`src/rtl/wrec_pkg.sv`:
```
package wrec_pkg;

    localparam int SEQ_W = 8;

    typedef enum logic [1:0] {
        ST_IDLE  = 2'd0,
        ST_ARMED = 2'd1,
        ST_BEAT  = 2'd2
    } wrec_state_e;

    typedef struct packed {
        logic valid;
        logic wd;
    } msg_evt_t;

    function automatic logic [SEQ_W-1:0] seq_next(input logic [SEQ_W-1:0] s);
        return s + {{(SEQ_W-1){1'b0}}, 1'b1};
    endfunction

    function automatic msg_evt_t evt_merge(input msg_evt_t a, input msg_evt_t b);
        msg_evt_t r;
        r.valid = a.valid | b.valid;
        r.wd    = (a.valid & a.wd) | (b.valid & b.wd);
        return r;
    endfunction

endpackage

```
`src/rtl/wrec_policy_fsm.sv`:
```
module wrec_policy_fsm
    import wrec_pkg::*;
(
    input  logic        clk,
    input  logic        rst,
    input  logic        cfg_reboot,
    input  logic        wd_timeout,
    input  logic        fw_clear,
    input  logic        pwr_btn,
    input  logic        pwr_ovr,
    input  logic        ext_rst_req,
    input  logic        rst_ok,
    output wrec_state_e state_o,
    output logic        sts_o,
    output logic        reboot_o,
    output logic        pwr_off_o,
    output msg_evt_t    lock_evt_o
);

    wrec_state_e st_q, st_n;
    logic        sts_q, sts_n;
    logic        pend_q, pend_n;
    logic        pwr_q, pwr_n;
    logic        reboot_q, reboot_n;

    always_comb begin
        st_n       = st_q;
        sts_n      = sts_q;
        pend_n     = pend_q;
        reboot_n   = 1'b0;
        lock_evt_o = '0;

        // an outstanding attempt that reports success puts the system back to work
        if (pend_q && rst_ok && st_q != ST_IDLE) begin
            pend_n = 1'b0;
        end

        if (pwr_ovr) begin
            pwr_n = 1'b1;
        end else if (pwr_btn || (pend_q && rst_ok)) begin
            pwr_n = 1'b0;
        end else begin
            pwr_n = pwr_q;
        end

        unique case (st_q)
            ST_IDLE: begin
                if (wd_timeout) begin
                    sts_n            = 1'b1;
                    lock_evt_o.valid = 1'b1;
                    lock_evt_o.wd    = 1'b1;
                    if (cfg_reboot) begin
                        reboot_n = 1'b1;
                        pend_n   = 1'b1;
                        st_n     = ST_ARMED;
                    end else begin
                        st_n = ST_BEAT;
                    end
                end
            end
            ST_ARMED: begin
                if (fw_clear) begin
                    sts_n  = 1'b0;
                    pend_n = 1'b0;
                    st_n   = ST_IDLE;
                end else if (wd_timeout) begin
                    pend_n = 1'b0;
                    st_n   = ST_BEAT;
                end
            end
            ST_BEAT: begin
                if (fw_clear) begin
                    sts_n  = 1'b0;
                    pend_n = 1'b0;
                    st_n   = ST_IDLE;
                end else if (ext_rst_req && !pend_q) begin
                    reboot_n = 1'b1;
                    pend_n   = 1'b1;
                end
            end
            default: begin
                st_n = ST_IDLE;
            end
        endcase
    end

    always_ff @(posedge clk) begin
        if (rst) begin
            st_q     <= ST_IDLE;
            sts_q    <= 1'b0;
            pend_q   <= 1'b0;
            pwr_q    <= 1'b0;
            reboot_q <= 1'b0;
        end else begin
            st_q     <= st_n;
            sts_q    <= sts_n;
            pend_q   <= pend_n;
            pwr_q    <= pwr_n;
            reboot_q <= reboot_n;
        end
    end

    assign state_o   = st_q;
    assign sts_o     = sts_q;
    assign reboot_o  = reboot_q;
    assign pwr_off_o = pwr_q;

endmodule

```
`src/rtl/wrec_beat_timer.sv`:
```
module wrec_beat_timer #(
    parameter int HB_TICKS = 32
) (
    input  logic clk,
    input  logic rst,
    input  logic run,
    input  logic tick_en,
    output logic fire_o
);

    localparam int CW = (HB_TICKS > 1) ? $clog2(HB_TICKS) : 1;
    localparam logic [CW-1:0] LAST = CW'(HB_TICKS - 1);

    logic [CW-1:0] cnt_q;

    assign fire_o = run && tick_en && (cnt_q == LAST);

    always_ff @(posedge clk) begin
        if (rst || !run) begin
            cnt_q <= '0;
        end else if (tick_en) begin
            cnt_q <= (cnt_q == LAST) ? '0 : cnt_q + 1'b1;
        end
    end

endmodule

```
`src/rtl/wrec_msg_port.sv`:
```
module wrec_msg_port
    import wrec_pkg::*;
(
    input  logic             clk,
    input  logic             rst,
    input  msg_evt_t         evt,
    input  logic             ack,
    output logic             req_o,
    output logic [SEQ_W-1:0] seq_o,
    output logic             wd_o
);

    logic             req_q;
    logic [SEQ_W-1:0] seq_q;
    logic             wd_q;

    always_ff @(posedge clk) begin
        if (rst) begin
            req_q <= 1'b0;
            seq_q <= '0;
            wd_q  <= 1'b0;
        end else if (!req_q || ack) begin
            // slot free (or freed this cycle): a new event opens a fresh request
            req_q <= evt.valid;
            if (evt.valid) begin
                seq_q <= seq_next(seq_q);
                wd_q  <= evt.wd;
            end
        end else if (evt.valid) begin
            // merge into the pending request
            wd_q <= wd_q | evt.wd;
        end
    end

    assign req_o = req_q;
    assign seq_o = seq_q;
    assign wd_o  = wd_q;

endmodule

```
`src/rtl/wdog_recovery_top.sv`:
```
module wdog_recovery_top
    import wrec_pkg::*;
#(
    parameter int HB_TICKS = 32
) (
    input  logic             clk,
    input  logic             rst,
    input  logic             cfg_reboot,
    input  logic             tick_en,
    input  logic             wd_timeout,
    input  logic             fw_clear,
    input  logic             pwr_btn,
    input  logic             pwr_ovr,
    input  logic             ext_rst_req,
    input  logic             rst_ok,
    input  logic             msg_ack,
    output logic             lock_sts,
    output logic             reboot_req,
    output logic             pwr_off,
    output logic             msg_req,
    output logic [SEQ_W-1:0] msg_seq,
    output logic             msg_wd
);

    wrec_state_e state;
    msg_evt_t    lock_evt;
    msg_evt_t    beat_evt;
    logic        beat_fire;

    wrec_policy_fsm u_fsm (
        .clk         (clk),
        .rst         (rst),
        .cfg_reboot  (cfg_reboot),
        .wd_timeout  (wd_timeout),
        .fw_clear    (fw_clear),
        .pwr_btn     (pwr_btn),
        .pwr_ovr     (pwr_ovr),
        .ext_rst_req (ext_rst_req),
        .rst_ok      (rst_ok),
        .state_o     (state),
        .sts_o       (lock_sts),
        .reboot_o    (reboot_req),
        .pwr_off_o   (pwr_off),
        .lock_evt_o  (lock_evt)
    );

    wrec_beat_timer #(.HB_TICKS(HB_TICKS)) u_beat (
        .clk     (clk),
        .rst     (rst),
        .run     (state == ST_BEAT),
        .tick_en (tick_en),
        .fire_o  (beat_fire)
    );

    assign beat_evt.valid = beat_fire;
    assign beat_evt.wd    = 1'b0;

    wrec_msg_port u_msg (
        .clk   (clk),
        .rst   (rst),
        .evt   (evt_merge(lock_evt, beat_evt)),
        .ack   (msg_ack),
        .req_o (msg_req),
        .seq_o (msg_seq),
        .wd_o  (msg_wd)
    );

endmodule

```
`config.mk`:
```
export PLATFORM = sky130hd
export DESIGN_NAME = wdog_recovery_top
export DESIGN_NICKNAME = d
export VERILOG_FILES = /design/src/rtl/wrec_pkg.sv /design/src/rtl/wrec_policy_fsm.sv /design/src/rtl/wrec_beat_timer.sv /design/src/rtl/wrec_msg_port.sv /design/src/rtl/wdog_recovery_top.sv
export SDC_FILE = /design/constraint.sdc
export NUM_CORES = 1
export LEC_CHECK = 0
export BUFFER_PORTS_ARGS = -buffer_cell sky130_fd_sc_hd__buf_2
export CELL_PAD_IN_SITES_DETAIL_PLACEMENT = 0
export CELL_PAD_IN_SITES_GLOBAL_PLACEMENT = 1
export CORE_MARGIN = 1
export CORE_UTILIZATION = 38
export CTS_CLUSTER_SIZE = 12
export DETAILED_ROUTE_END_ITERATION = 10
export PLACE_DENSITY = 0.84
export SETUP_SLACK_MARGIN = 0.1
export SKIP_LAST_GASP = 1
export SLEW_MARGIN = 15
export SYNTH_ARGS = -nofsm -noshare
export SYNTH_HDL_FRONTEND = slang
export SYNTH_SLANG_ARGS = --single-unit
export TNS_END_PERCENT = 50
```
`constraint.sdc`:
```
create_clock -name clk -period 2.3 [get_ports clk]
set_input_delay 0.115 -clock clk [delete_from_list [all_inputs] [get_ports clk]]
set_output_delay 0.115 -clock clk [all_outputs]
set_load 0.02 [all_outputs]
```
Yosys cells after proc, flatten, opt, wreduce, memory -nomap -nowiden:

Index checks and enable logic that the tools add are counted.

* word-level logic and storage cells: 70
* output and inout port bits: 13
* input port bits: 11
* register bits: 21

* eq/ne operators: 7
* mux-type cells: 30
* bitwise logic cells: 3
* $add $sub $neg: 2
* reductions and logical operators: 19

Operators with widths (count)
* 2-to-1 mux 1 bit: 18
* 2-to-1 mux 2 bit: 7
* adder 8 x 1 -> 8 bit, second input constant: 1
* one-hot mux 2 bit (3 select lines): 1
* AND reduction 3 bit: 2
* nonzero test 2 bit: 3
* adder 5 x 1 -> 5 bit, second input constant: 1
* == test 5 bit, second input constant: 1
* logical AND 1 bit: 5
* 2-to-1 mux 5 bit: 1
* inequality test 2 bit, second input constant: 2
* one-hot mux 1 bit (2 select lines): 2
* logical NOT 1 bit: 3
* logical OR 1 bit: 3
* inequality test 3 bit, second input constant: 1
* one-hot mux 1 bit (3 select lines): 1
* == test 2 x 1 -> 1 bit, second input constant: 1
* == test 2 bit, second input constant: 1
* logical NOT 2 bit: 1
* inequality test 2 x 1 -> 1 bit, second input constant: 1
* bitwise OR 1 bit: 2
* AND reduction 2 bit: 1
* OR reduction 2 bit: 1
* bitwise AND 1 bit: 1

Depth between registers and ports, before layout:

Gate-level depths: netlist of the first run.

* word-level depth: 6
* gate-level depth with buffers: 7
* depth with buffers taken out: 7

Cells and area by module:

A second synthesis of the first run with hierarchy kept.

* cells, all modules: 127
* area total of the unflattened synthesis: 1171.1 um^2

By module, submodules not included
* wrec_msg_port: cells an instance 55, area each 525.5 um^2, sequential area each 200.2 um^2, instances 1
* wrec_policy_fsm: cells an instance 45, area each 381.6 um^2, sequential area each 120.1 um^2, instances 1
* wrec_beat_timer: cells an instance 24, area each 244.0 um^2, sequential area each 100.1 um^2, instances 1
* wdog_recovery_top: cells an instance 3, area each 20.0 um^2, sequential area each 0.0 um^2, instances 1

Worst setup path before layout of the first run:

No wires, ideal clock.

* path kind: register to register
* start: reg u_beat.cnt_q[0]
* end: reg u_msg.seq_q[5], in the netlist u_msg.seq_o[5]
* setup time: 0.128 ns
* setup slack: 0.604 ns
* buffers on the path: 0
* clock period less this slack: 1.696 ns
* stages on the path, launching flop included: 8
* arrival time: 1.569 ns
* data required time: 2.172 ns
* path through: dfxtp_1 > ha_1 > and3_1 > ha_1 > a32oi_2 > nor4_1 > xnor2_1 > nor2_1

* longest elaborated chain between the ends: 4

Ends and longest elaborated chain
* from (decl): RTL line wrec_beat_timer.sv:14 `logic [CW-1:0] cnt_q;`
* from (signal assigned): RTL line wrec_beat_timer.sv:22 `cnt_q <= (cnt_q == LAST) ? '0 : cnt_q + 1'b1;`
* == test 5 bit: RTL line wrec_beat_timer.sv:16 `assign fire_o = run && tick_en && (cnt_q == LAST);`
* logical AND 1 bit: RTL line wrec_beat_timer.sv:16
* bitwise OR 1 bit: RTL line wrec_pkg.sv:22 `r.valid = a.valid | b.valid;`
* AND reduction 2 bit (no source line)
* to (signal assigned): RTL line wrec_msg_port.sv:26 `seq_q <= seq_next(seq_q);`
* to (decl): RTL line wrec_msg_port.sv:14 `logic [SEQ_W-1:0] seq_q;`

Every way passes these cells.
A chain may end at the register's enable or synchronous reset.

Final worst setup path of the first run:

* start: reg u_beat.cnt_q[0]
* end: reg u_msg.seq_q[7], in the netlist u_msg.seq_o[7]

The elaborated chain is that of the path after synthesis.

==> results.cfg, run 1 <==
[logic_synthesis]
synthesis.nets = 133
synth_top_cell_area_share_pct = 41.2
yosysUniqueCellTypes = 33
synth_largest_area_cell = dfxtp_1
synth_top_cells_by_area = dfxtp_1 (41%), ha_1 (8.6%), xnor2_1 (6.9%)
synth_area_um2 = 1020
synth_warnings = 0
yosysSeqAreaShare_pct = 41.2
ys_ff_latch = 21
syn_area_per_cell_um2 = 8.87
netlist_instances = 115

[floorplan]
core-area_um2 = 2500
row_count = 18
die_width_um = 53.8
fp.dieH_um = 53.8
start_util_pct = 40.8
die_area_um2 = 2890
ios = 24

[drt]
wl_per_cell_um = 12.0
drtAntennaViolNets = 0
firstDrtPassIters = 4
remaining_drc_errors = 0
vias = 853
drt-total-wl_mm = 2.01
via_per_inst = 5.08
first_iter_violations = 13

[sta]
hold_viol = 0
tns_ns = 0
final.min_clock_period_ns = 1.93
worst_hold_slack_ns = 0.0122
worstMarginPinSlew_ns = 0.698
setup_viol = 0
slew_headroom_pct = 53.4
finalMaxSlewViolations = 0
finClkSkew_ns = 0.00514
fmaxAchievable_mhz = 519
rsz0062_at_grt = false
period_share_pct = 83.7

[placement]
io_buffers = 23
routabilityCongestion = 0.758
hpwl_mm = 1.41

[layout]
drive_above_1_share_pct = 21.0
nets = 157
area_delta_synth_final_pct = 15.7
nFillCells = 258
antenna_cells = 0
utilization_pct = 47.2

[worst_setup_path]
crit_top_cell = ha_1
crit_chain = ha_1, and3_1, ha_1, a32oi_2, nor4_1, xnor2_1, nor2_1
r2r-start = u_beat.cnt_q[0]
startpoint_type = flip-flop
critPathKind = flip-flop to flip-flop
critPathSlowestCell = a32oi_2
crit_arrival_ns = 2.12
critical_path.top_delay_family = compound AO/OA/AOI/OAI gates
worstPathRequired_ns = 2.50
path_buf_inv = 0
critPathMaxStageDelay_ns = 0.46
critPathCaptureType = flip-flop
ff2ff_path_depth = 7
reg2reg_to = u_msg.seq_o[7]
r2r_setup_slack_ns = 0.37
worstPathMaxFanout = 9

[power_and_ir_drop]
p_comb_share_pct = 21.0
power_leakage_nw = 0.505
seq_power_share_pct = 54.4
p_int_w = 0.000516
p_per_area_nw_per_um2 = 629
ir_drop_mv = 0.416
power.switching_w = 0.000226
sw_frac_of_total_pct = 30.4
clock_power_share_pct = 24.6

[status]
status = finished clean

[hold_path]
min_from = pwr_ovr
holdCritPathClass = input pin to flip-flop
min_to = u_fsm.pwr_off_o
hold_depth = 3

[flow_run]
maxCapViolCount = 0

[clock_tree]
cts_made_buffers = 3
htreeDepth = 1
clockBufferDepth = 2
clk_latency_ns = 0.31
cts.repair.resized = 0
cts.sinks = 21
hold_buffers = 0
clk_pin_slew_worst_paths_ns = 0.12
cts_tree = built
post_cts_buffers = 0
cts-root-buf = clkbuf_4

[grt]
track_usage_pct = 15.9
grt_max_degree = 18
antenna_found_initial = 0
grt_pass1_wl_mm = 3.24
grt_overflow_total = 0
first_global_vias = 772
==> final cells by class <==
cell class	instances	area [um2]	share of cell area [%]
multi-input combinational	82	551	46.7
sequential	21	420	35.6
timing repair buffer	23	115	9.76
tap	30	37.5	3.18
inverter	8	30.0	2.55
clock buffer	4	26.3	2.23
==> how the worst max path moves through the flow <==
stage                         start        endpoint  slack (ns)  cells after the start
global placement    u_beat.cnt_q[0]  u_msg.seq_o[7]        0.46                      7
detailed placement  u_beat.cnt_q[0]  u_msg.seq_o[6]        0.42                      7
CTS                 u_beat.cnt_q[0]  u_msg.seq_o[7]        0.39                      7
finish              u_beat.cnt_q[0]  u_msg.seq_o[7]        0.37                      7
floorplan           u_beat.cnt_q[0]  u_msg.seq_o[5]        0.60                      7
global route        u_beat.cnt_q[0]  u_msg.seq_o[7]        0.19                      7
==> flip-flops by register name, summed over array words and instances, names as in the netlist <==
name and cells:
u_msg.req_o 1, u_msg.wd_o 1, u_fsm.state_o 2, u_msg.seq_o 8, u_fsm.pend_q 1, u_beat.cnt_q 5, u_fsm.reboot_o 1, u_fsm.pwr_off_o 1
u_fsm.sts_o 1
==> metrics by stage <==
stage	cell area [um2]	setup slack (ns)	cells	total power (W)
2_1_floorplan	1020	0.604	115	0.000524
3_3_place_gp	1150	0.462	164	0.000565
3_5_place_dp	1150	0.416	164	0.000569
6_report	1180	0.374	168	0.000742
5_1_grt	1180	0.189	168	0.000786
4_1_cts	1180	0.390	168	0.000751
==> routing by layer <==
metal / track usage [%] / wire, um / vias up
li1: - / - / 439
met1: 19.1 / 989 / 394
met2: 25.7 / 923 / 18
met3: 5.93 / 90 / 2
met4: 5.26 / 10 / 0
met5: 0 / 0 / -
==> cell usage after synthesis <==
| master | number |
|---|---|
| nor4_1 | 3 |
| inv_1 | 8 |
| buf_4 | 1 |
| a41oi_1 | 1 |
| clkbuf_1 | 3 |
| and3_1 | 2 |
| mux2i_1 | 2 |
| a22oi_1 | 1 |
| o21ai_0 | 3 |
| and2_1 | 1 |
| or3_1 | 1 |
| nand2_1 | 7 |
| a21o_1 | 1 |
| nand4_1 | 2 |
| o31ai_1 | 1 |
| a32oi_2 | 1 |
| nor3b_1 | 1 |
| a21oi_1 | 7 |
| o21ai_1 | 1 |
| dfxtp_1 | 21 |
| nor2b_1 | 4 |
| nand3_1 | 3 |
| nor4b_2 | 1 |
| o32a_1 | 1 |
| a31oi_1 | 1 |
| nor2_1 | 15 |
| a311oi_1 | 1 |
| xnor2_1 | 8 |
| o21ba_2 | 1 |
| nor3_1 | 2 |
| nand2b_1 | 1 |
| xor2_1 | 2 |
| ha_1 | 7 |
==> worst min-delay path: stages <==
cell	delay, ns
buf_2	0.07
a31oi_1	0.03
nor2_1	0.07
==> placed cells by master (no fill, tap or decap), types with 2 or more instances in the layout <==
cell	instances
a21oi_1	7
and3_1	2
buf_2	23
clkbuf_4	3
dfxtp_1	21
ha_1	7
inv_1	8
mux2i_1	2
nand2_1	7
nand3_1	3
nand4_1	2
nor2_1	15
nor2b_1	4
nor3_1	2
nor4_1	3
o21ai_0	3
xnor2_1	8
xor2_1	2
==> logic make-up after synthesis <==
family	after synthesis	share of synthesized area, %
adders and majority gates	7	8.59
muxes	2	1.96
xor gates and xnor gates	10	8.59
buffers and inverters	12	4.79
DFF	21	41.2
and+or+nand+nor	43	21.3
AOI/OAI and AO/OA	20	13.5
==> power groups by stage <==
stage | Sequential [W] | Clock, W | Combinational, W
after floorplan | 0.000428 | 0 | 0.0000951
after global placement | 0.000410 | 0 | 0.000155
after detailed placement | 0.000412 | 0 | 0.000157
after CTS | 0.000404 | 0.000191 | 0.000156
after global routing | 0.000407 | 0.000204 | 0.000175
final | 0.000404 | 0.000183 | 0.000156
(Power assumes the default switching activity.)
==> run 2: changes to the inputs <==
--- a/config.mk
+++ b/config.mk
@@ -5,14 +5,15 @@
 export SDC_FILE = /design/constraint.sdc
 export NUM_CORES = 1
 export LEC_CHECK = 0
+export ABC_AREA = 1
 export BUFFER_PORTS_ARGS = -buffer_cell sky130_fd_sc_hd__buf_2
 export CELL_PAD_IN_SITES_DETAIL_PLACEMENT = 0
 export CELL_PAD_IN_SITES_GLOBAL_PLACEMENT = 1
 export CORE_MARGIN = 1
-export CORE_UTILIZATION = 38
+export CORE_UTILIZATION = 37
 export CTS_CLUSTER_SIZE = 12
 export DETAILED_ROUTE_END_ITERATION = 10
-export PLACE_DENSITY = 0.84
+export PLACE_DENSITY = 0.85
 export SETUP_SLACK_MARGIN = 0.1
 export SKIP_LAST_GASP = 1
 export SLEW_MARGIN = 15
==> constraint.sdc (replaced) <==
create_clock -name clk -period 1.85 [get_ports clk]
set_input_delay 0.0925 -clock clk [delete_from_list [all_inputs] [get_ports clk]]
set_output_delay 0.0925 -clock clk [all_outputs]
set_load 0.02 [all_outputs]
==> run 2 against run 1 <==
First-iteration DRC count is 120% higher. Synthesized cell count is 30% higher. Final cell count is 23% higher. Sequential share of layout area is 2.2 points lower. Via count is 13% higher. Sequential cell count stayed put. Synthesized area is 3.9% higher. Largest cell class unchanged. Largest power group unchanged.
==> results.cfg, run 2 <==
[drt]
vias = 962
drt-total-wl_mm = 1.93
drtAntennaViolNets = 0
remaining_drc_errors = 0
first_iter_violations = 28
via_per_inst = 4.65
wl_per_cell_um = 9.30
firstDrtPassIters = 4

[layout]
area_delta_synth_final_pct = 19.0
nFillCells = 291
drive_above_1_share_pct = 21.0
seq_area_um2 = 422
nets = 195
antenna_cells = 0
final_cell_mix = nand2_1 (27), inv_1 (25), buf_2 (23)
largest_register_ffs = 8
layout_commonest_cell = nand2_1
multi_input_area_um2 = 547

[worst_setup_path]
critPathKind = flip-flop to flip-flop
critPathCaptureType = flip-flop
worstPathMaxFanout = 9
crit_arrival_ns = 1.77
ff2ff_path_depth = 10
startpoint_type = flip-flop
worstPathRequired_ns = 2.06

[logic_synthesis]
synth_mux_area_share_pct = 0
ys_ff_latch = 21
synth_most_common_cell = nand2_1
synth_area_um2 = 1060
syn_area_per_cell_um2 = 7.11
netlist_instances = 149
synth_top_family_by_area = simple AND/OR/NAND/NOR gates
synthesis.nets = 167
synth_top_cells_by_area = dfxtp_1 (40%), nand2_1 (9.6%), inv_1 (8.9%)
yosysSeqAreaShare_pct = 39.7
synthTopCellsByCount = nand2_1 (27), inv_1 (25), dfxtp_1 (21), nor2_1 (21), a21oi_1 (12)
synth_largest_area_cell = dfxtp_1
synthSimpleGateAreaFrac_pct = 30.7
synth_warnings = 0
synthAdderAreaFrac_pct = 8.26
yosysUniqueCellTypes = 21
synth_xor_area_share_pct = 0.826
synth_edf_count = 0
async_reset_ff_share_pct = 0
synth_top_cell_area_share_pct = 39.7
synthFlopType = dfxtp_1
synth_compound_area_share_pct = 10.4

[power_and_ir_drop]
sw_frac_of_total_pct = 29.3
power.switching_w = 0.000259
p_int_w = 0.000624
power_leakage_nw = 0.587
p_per_area_nw_per_um2 = 700
p_comb_share_pct = 19.5
ir_drop_mv = 0.625
power_w = 0.000883
clock_power_share_pct = 24.4
seq_power_share_pct = 56.2

[clock_tree]
cts_made_buffers = 3
cts_tree = built
clockBufferDepth = 2
post_cts_buffers = 0
clk_pin_slew_worst_paths_ns = 0.11
clk_latency_ns = 0.30
cts.sinks = 21
cts-root-buf = clkbuf_4
htreeDepth = 1

[grt]
grt_max_degree = 12
track_usage_pct = 14.2
grt_overflow_total = 0
antenna_found_initial = 0
first_global_vias = 886
grt_pass1_wl_mm = 3.58

[sta]
period_share_pct = 84.3
rsz0062_at_grt = true
finClkSkew_ns = 0.00153
finalMaxSlewViolations = 0
worstMarginPinSlew_ns = 0.240
final.min_clock_period_ns = 1.56
setup_viol = 0
hold_viol = 0
slew_headroom_pct = 83.8
fmaxAchievable_mhz = 641
tns_ns = 0

[hold_path]
hold_depth = 2
holdCritPathClass = input pin to flip-flop

[placement]
io_buffers = 23
routabilityCongestion = 0.796
hpwl_mm = 1.51

[floorplan]
die_area_um2 = 3080
ios = 24
fp.dieH_um = 55.5
die_width_um = 55.5
start_util_pct = 38.8
core-area_um2 = 2730
row_count = 19

[flow_run]
maxCapViolCount = 0

[status]
status = finished clean
## run 2: cell count changes after synthesis, sizes merged, moves of 4 or more
cell / delta
nand2: +24
inv: +18
xnor2: -8
nor2: +6
o21ai: +6
a21oi: +5
nand3: +5
nor2b: -4
## run 2: metal layers
metal | global-route usage [%] | wire length, um
met1 | 18.6 | 944
met2 | 22.5 | 886
met3 | 4.92 | 83
met4 | 3.21 | 12
met5 | 0 | 0
## run 2: kinds of logic after synthesis
kind of cell,count (synthesis)
adders and majority gates,7
xor gates and xnor gates,1
and+or+nand+nor,71
AOI/OAI and AO/OA,22
DFF,21
buffers and inverters,27
## run 2: path summary, 6_finish.rpt
path,from,to,slack [ns]
worst min register to register,u_fsm.sts_o,u_fsm.sts_o,0.47
worst min-delay path,rst,u_fsm.sts_o,0.06
worst max register to register,u_beat.cnt_q[1],u_msg.seq_o[3],0.29
worst max-delay path,u_beat.cnt_q[1],u_msg.seq_o[3],0.29
## run 2: repair_timing
item / 4_1_cts / 5_1_grt
hold buffers: 1 / 0
endpoints found under the hold margin: 1 / 0
resized for setup: 0 / 5
setup endpoints to repair: 0 / 8
## run 2: layout make-up
type	instances	share of cell area, %
Sequential cell	21	33.4
Inverter	26	8.13
Tap cell	31	3.08
Clock buffer	4	2.08
Timing Repair Buffer	24	9.92
Multi-Input combinational cell	101	43.4
## run 2: power groups by stage
stage	Sequential, W	Combinational [W]	Clock [W]
floorplan	0.000524	0.0000998	0
global placement	0.000504	0.000169	0
detailed placement	0.000507	0.000170	0
CTS	0.000497	0.000172	0.000228
global route	0.000500	0.000197	0.000251
finish	0.000496	0.000172	0.000215
## run 2: critical path, stage by stage, from the launching register on
cell	delay, ns
dfxtp_1	0.35
ha_1	0.17
inv_1	0.06
nor3_2	0.11
ha_2	0.20
nand3_2	0.09
nand2_2	0.09
nand2_4	0.09
inv_6	0.10
nand2_1	0.05
and3_1	0.17
## run 2: per-stage QoR
stage / worst slack (ns) / instances / hold WS, ns / utilization, % / area (um2)
after floorplan: 0.368 / 149 / 0.210 / - / 1060
after global placement: 0.285 / 202 / 0.301 / 44.2 / 1210
after detailed placement: 0.235 / 202 / 0.320 / 44.2 / 1210
after CTS: 0.215 / 207 / 0.0571 / 45.5 / 1240
after global routing: 0.0895 / 207 / 0.0598 / 46.1 / 1260
final: 0.291 / 207 / 0.0610 / 46.1 / 1260
==> run 3: changes to the inputs <==
--- a/config.mk
+++ b/config.mk
@@ -10,10 +10,10 @@
 export CELL_PAD_IN_SITES_DETAIL_PLACEMENT = 0
 export CELL_PAD_IN_SITES_GLOBAL_PLACEMENT = 1
 export CORE_MARGIN = 1
-export CORE_UTILIZATION = 37
+export CORE_UTILIZATION = 33
 export CTS_CLUSTER_SIZE = 12
 export DETAILED_ROUTE_END_ITERATION = 10
-export PLACE_DENSITY = 0.85
+export PLACE_DENSITY = 0.81
 export SETUP_SLACK_MARGIN = 0.1
 export SKIP_LAST_GASP = 1
 export SLEW_MARGIN = 15
==> constraint.sdc (replaced) <==
create_clock -name clk -period 1.3 [get_ports clk]
set_input_delay 0.065 -clock clk [delete_from_list [all_inputs] [get_ports clk]]
set_output_delay 0.065 -clock clk [all_outputs]
set_load 0.02 [all_outputs]
==> run 3 against run 2 <==
The run now ends with setup timing left. Setup slack got worse by 0.48 ns. Die area rose by 12%. Global-route usage rose by 0.23 points. Sequential cell count did not move. Power rose by 50%. First-iteration DRC count fell by 7.1%. Clock power rose by 48%. Fmax rose by 4.4%. Sequential share of layout area fell by 3.5 points. Count of clock-buffer cells in the layout fell by 1. Design area rose by 13%.
==> results.cfg, run 3 (synthesis results as in run 2) <==
[status]
status = finished, violations left
violations = setup timing

[placement]
io_buffers = 23
routabilityCongestion = 0.844
hpwl_mm = 1.63
dp.cells = 223
dpl_cell_area_um2 = 1310

[sta]
setup_ws_ns = -0.193
worst_hold_slack_ns = 0.0513
rsz0062_at_grt = true
slew_headroom_pct = 82.1
fmaxAchievable_mhz = 670
finClkSkew_ns = 0.00558
worstMarginPinSlew_ns = 0.268
final.min_clock_period_ns = 1.49
finalMaxSlewViolations = 0
hold_viol = 0
setup_viol = 8
period_share_pct = 115

[layout]
nFillCells = 318
largest_register_ffs = 8
final_cell_mix = nand2_1 (24), buf_2 (23), inv_1 (22)
instances_no_fill = 231
area_delta_synth_final_pct = 34.1
fin_area_um2 = 1420
layout_commonest_cell = nand2_1
antenna_cells = 0
nets = 206
drive_above_1_share_pct = 36.9

[worst_setup_path]
r2r-start = u_beat.cnt_q[0]
ff2ff_path_depth = 11
critPathKind = flip-flop to flip-flop
critPathCaptureType = flip-flop
worstPathRequired_ns = 1.51
worstSetupStartpoint = u_beat.cnt_q[0]
crit_arrival_ns = 1.70
startpoint_type = flip-flop
reg2reg_to = u_msg.seq_o[4]
r2r_setup_slack_ns = -0.19
worstPathMaxFanout = 6

[clock_tree]
clk_latency_ns = 0.30
cts_made_buffers = 3
clockBufferDepth = 2
cts_tree = built
cts.sinks = 21
htreeDepth = 1
clk_pin_slew_worst_paths_ns = 0.12
cts-root-buf = clkbuf_4

[floorplan]
start_util_pct = 34.7
ios = 24
fp.dieH_um = 58.7
die_area_um2 = 3440
row_count = 20
die_width_um = 58.7
core-area_um2 = 3050

[hold_path]
min_from = pwr_btn
min_to = u_fsm.pwr_off_o
hold_depth = 4
holdCritPathClass = input pin to flip-flop

[power_and_ir_drop]
power_leakage_nw = 0.648
power_w = 0.00132
p_per_area_nw_per_um2 = 932
ir_drop_mv = 0.559

[grt]
grt_pass1_wl_mm = 3.79
track_usage_pct = 14.4
antenna_found_initial = 0
first_global_vias = 946
grt_overflow_total = 0
grt_max_degree = 13

[drt]
firstDrtPassIters = 4
vias = 1014
first_iter_violations = 26
via_per_inst = 4.39
remaining_drc_errors = 0
wl_per_cell_um = 9.26
drt-total-wl_mm = 2.14
drtAntennaViolNets = 0

[flow_run]
maxCapViolCount = 0
-- run 3: cell count changes in the layout (fill, tap and decap cells not counted), moves of 2 or more --
cell     before  now
ha_2          1    4
inv_1        25   22
dfxtp_2       1    4
nand2_1      27   24
buf_4         0   10
nand2_2       2    5
dfxtp_1      20   17
nor2_1       20   18
ha_1          6    2
inv_2         0    4
-- run 3: per-layer routing --
metal / vias to the layer above / track usage, % / wire, um
li1: 550 / - / -
met1: 446 / 17.3 / 1010
met2: 16 / 24.8 / 1040
met3: 2 / 2.64 / 64
met4: 0 / 7.14 / 19
met5: - / 0 / 0
-- run 3: final cells by class --
| type | count | area [um2] | share of cell area (%) |
|---|---|---|---|
| clock buffers | 3 | 22.5 | 1.58 |
| inverters | 26 | 103 | 7.22 |
| clock inverters | 1 | 5.00 | 0.352 |
| multi-input cells | 101 | 607 | 42.7 |
| repair inverters | 1 | 3.75 | 0.264 |
| repair buffers | 34 | 200 | 14.1 |
| well taps | 44 | 55.1 | 3.87 |
| flip-flops and latches | 21 | 425 | 29.9 |
-- run 3: worst max-delay path, stage by stage, from the launching register on --
cell and delay [ns]:
dfxtp_2 0.38, ha_4 0.14, inv_2 0.04, nor3_2 0.10
ha_2 0.20, nand3_2 0.07, nand2_2 0.09, nand2_4 0.10
inv_6 0.09, nand2_4 0.05, o21ai_2 0.10, nor2_1 0.05
-- run 3: stage by stage --
step | setup TNS, ns | worst slack, ns | utilization, %
final | -1.34 | -0.193 | 46.6
after global routing | -2.41 | -0.310 | 46.6
after CTS | -1.41 | -0.203 | 46.1
after detailed placement | -1.65 | -0.261 | 43.0
after global placement | -1.37 | -0.232 | 43.0
after floorplan | -0.893 | -0.144 | -
-- run 3: how the worst max path moves through the flow --
| stage | endpoint | slack, ns | cells past startpoint |
|---|---|---|---|
| final | u_msg.seq_o[4] | -0.19 | 11 |
| after global routing | u_msg.seq_o[4] | -0.31 | 12 |
| after CTS | u_msg.seq_o[4] | -0.20 | 11 |
| after detailed placement | u_msg.seq_o[7] | -0.26 | 11 |
| after global placement | u_msg.seq_o[7] | -0.23 | 11 |
| after floorplan | u_msg.seq_o[5] | -0.14 | 11 |
-- run 3: timing repair --
item	in CTS	in global routing
setup buffers	2	0
hold endpoints to repair	1	0
hold buffers	1	0
endpoints found under the setup margin	18	20
pin swaps	8	2
resized for setup	16	4
cloned	1	0
-- run 3: report_power, final --
group	leakage, nW	internal [W]	switching, W
combinational	0.457	0.000126	0.000178
clock	0.0177	0.000115	0.000203
sequential	0.173	0.000680	0.0000232
total	0.648	0.000921	0.000404
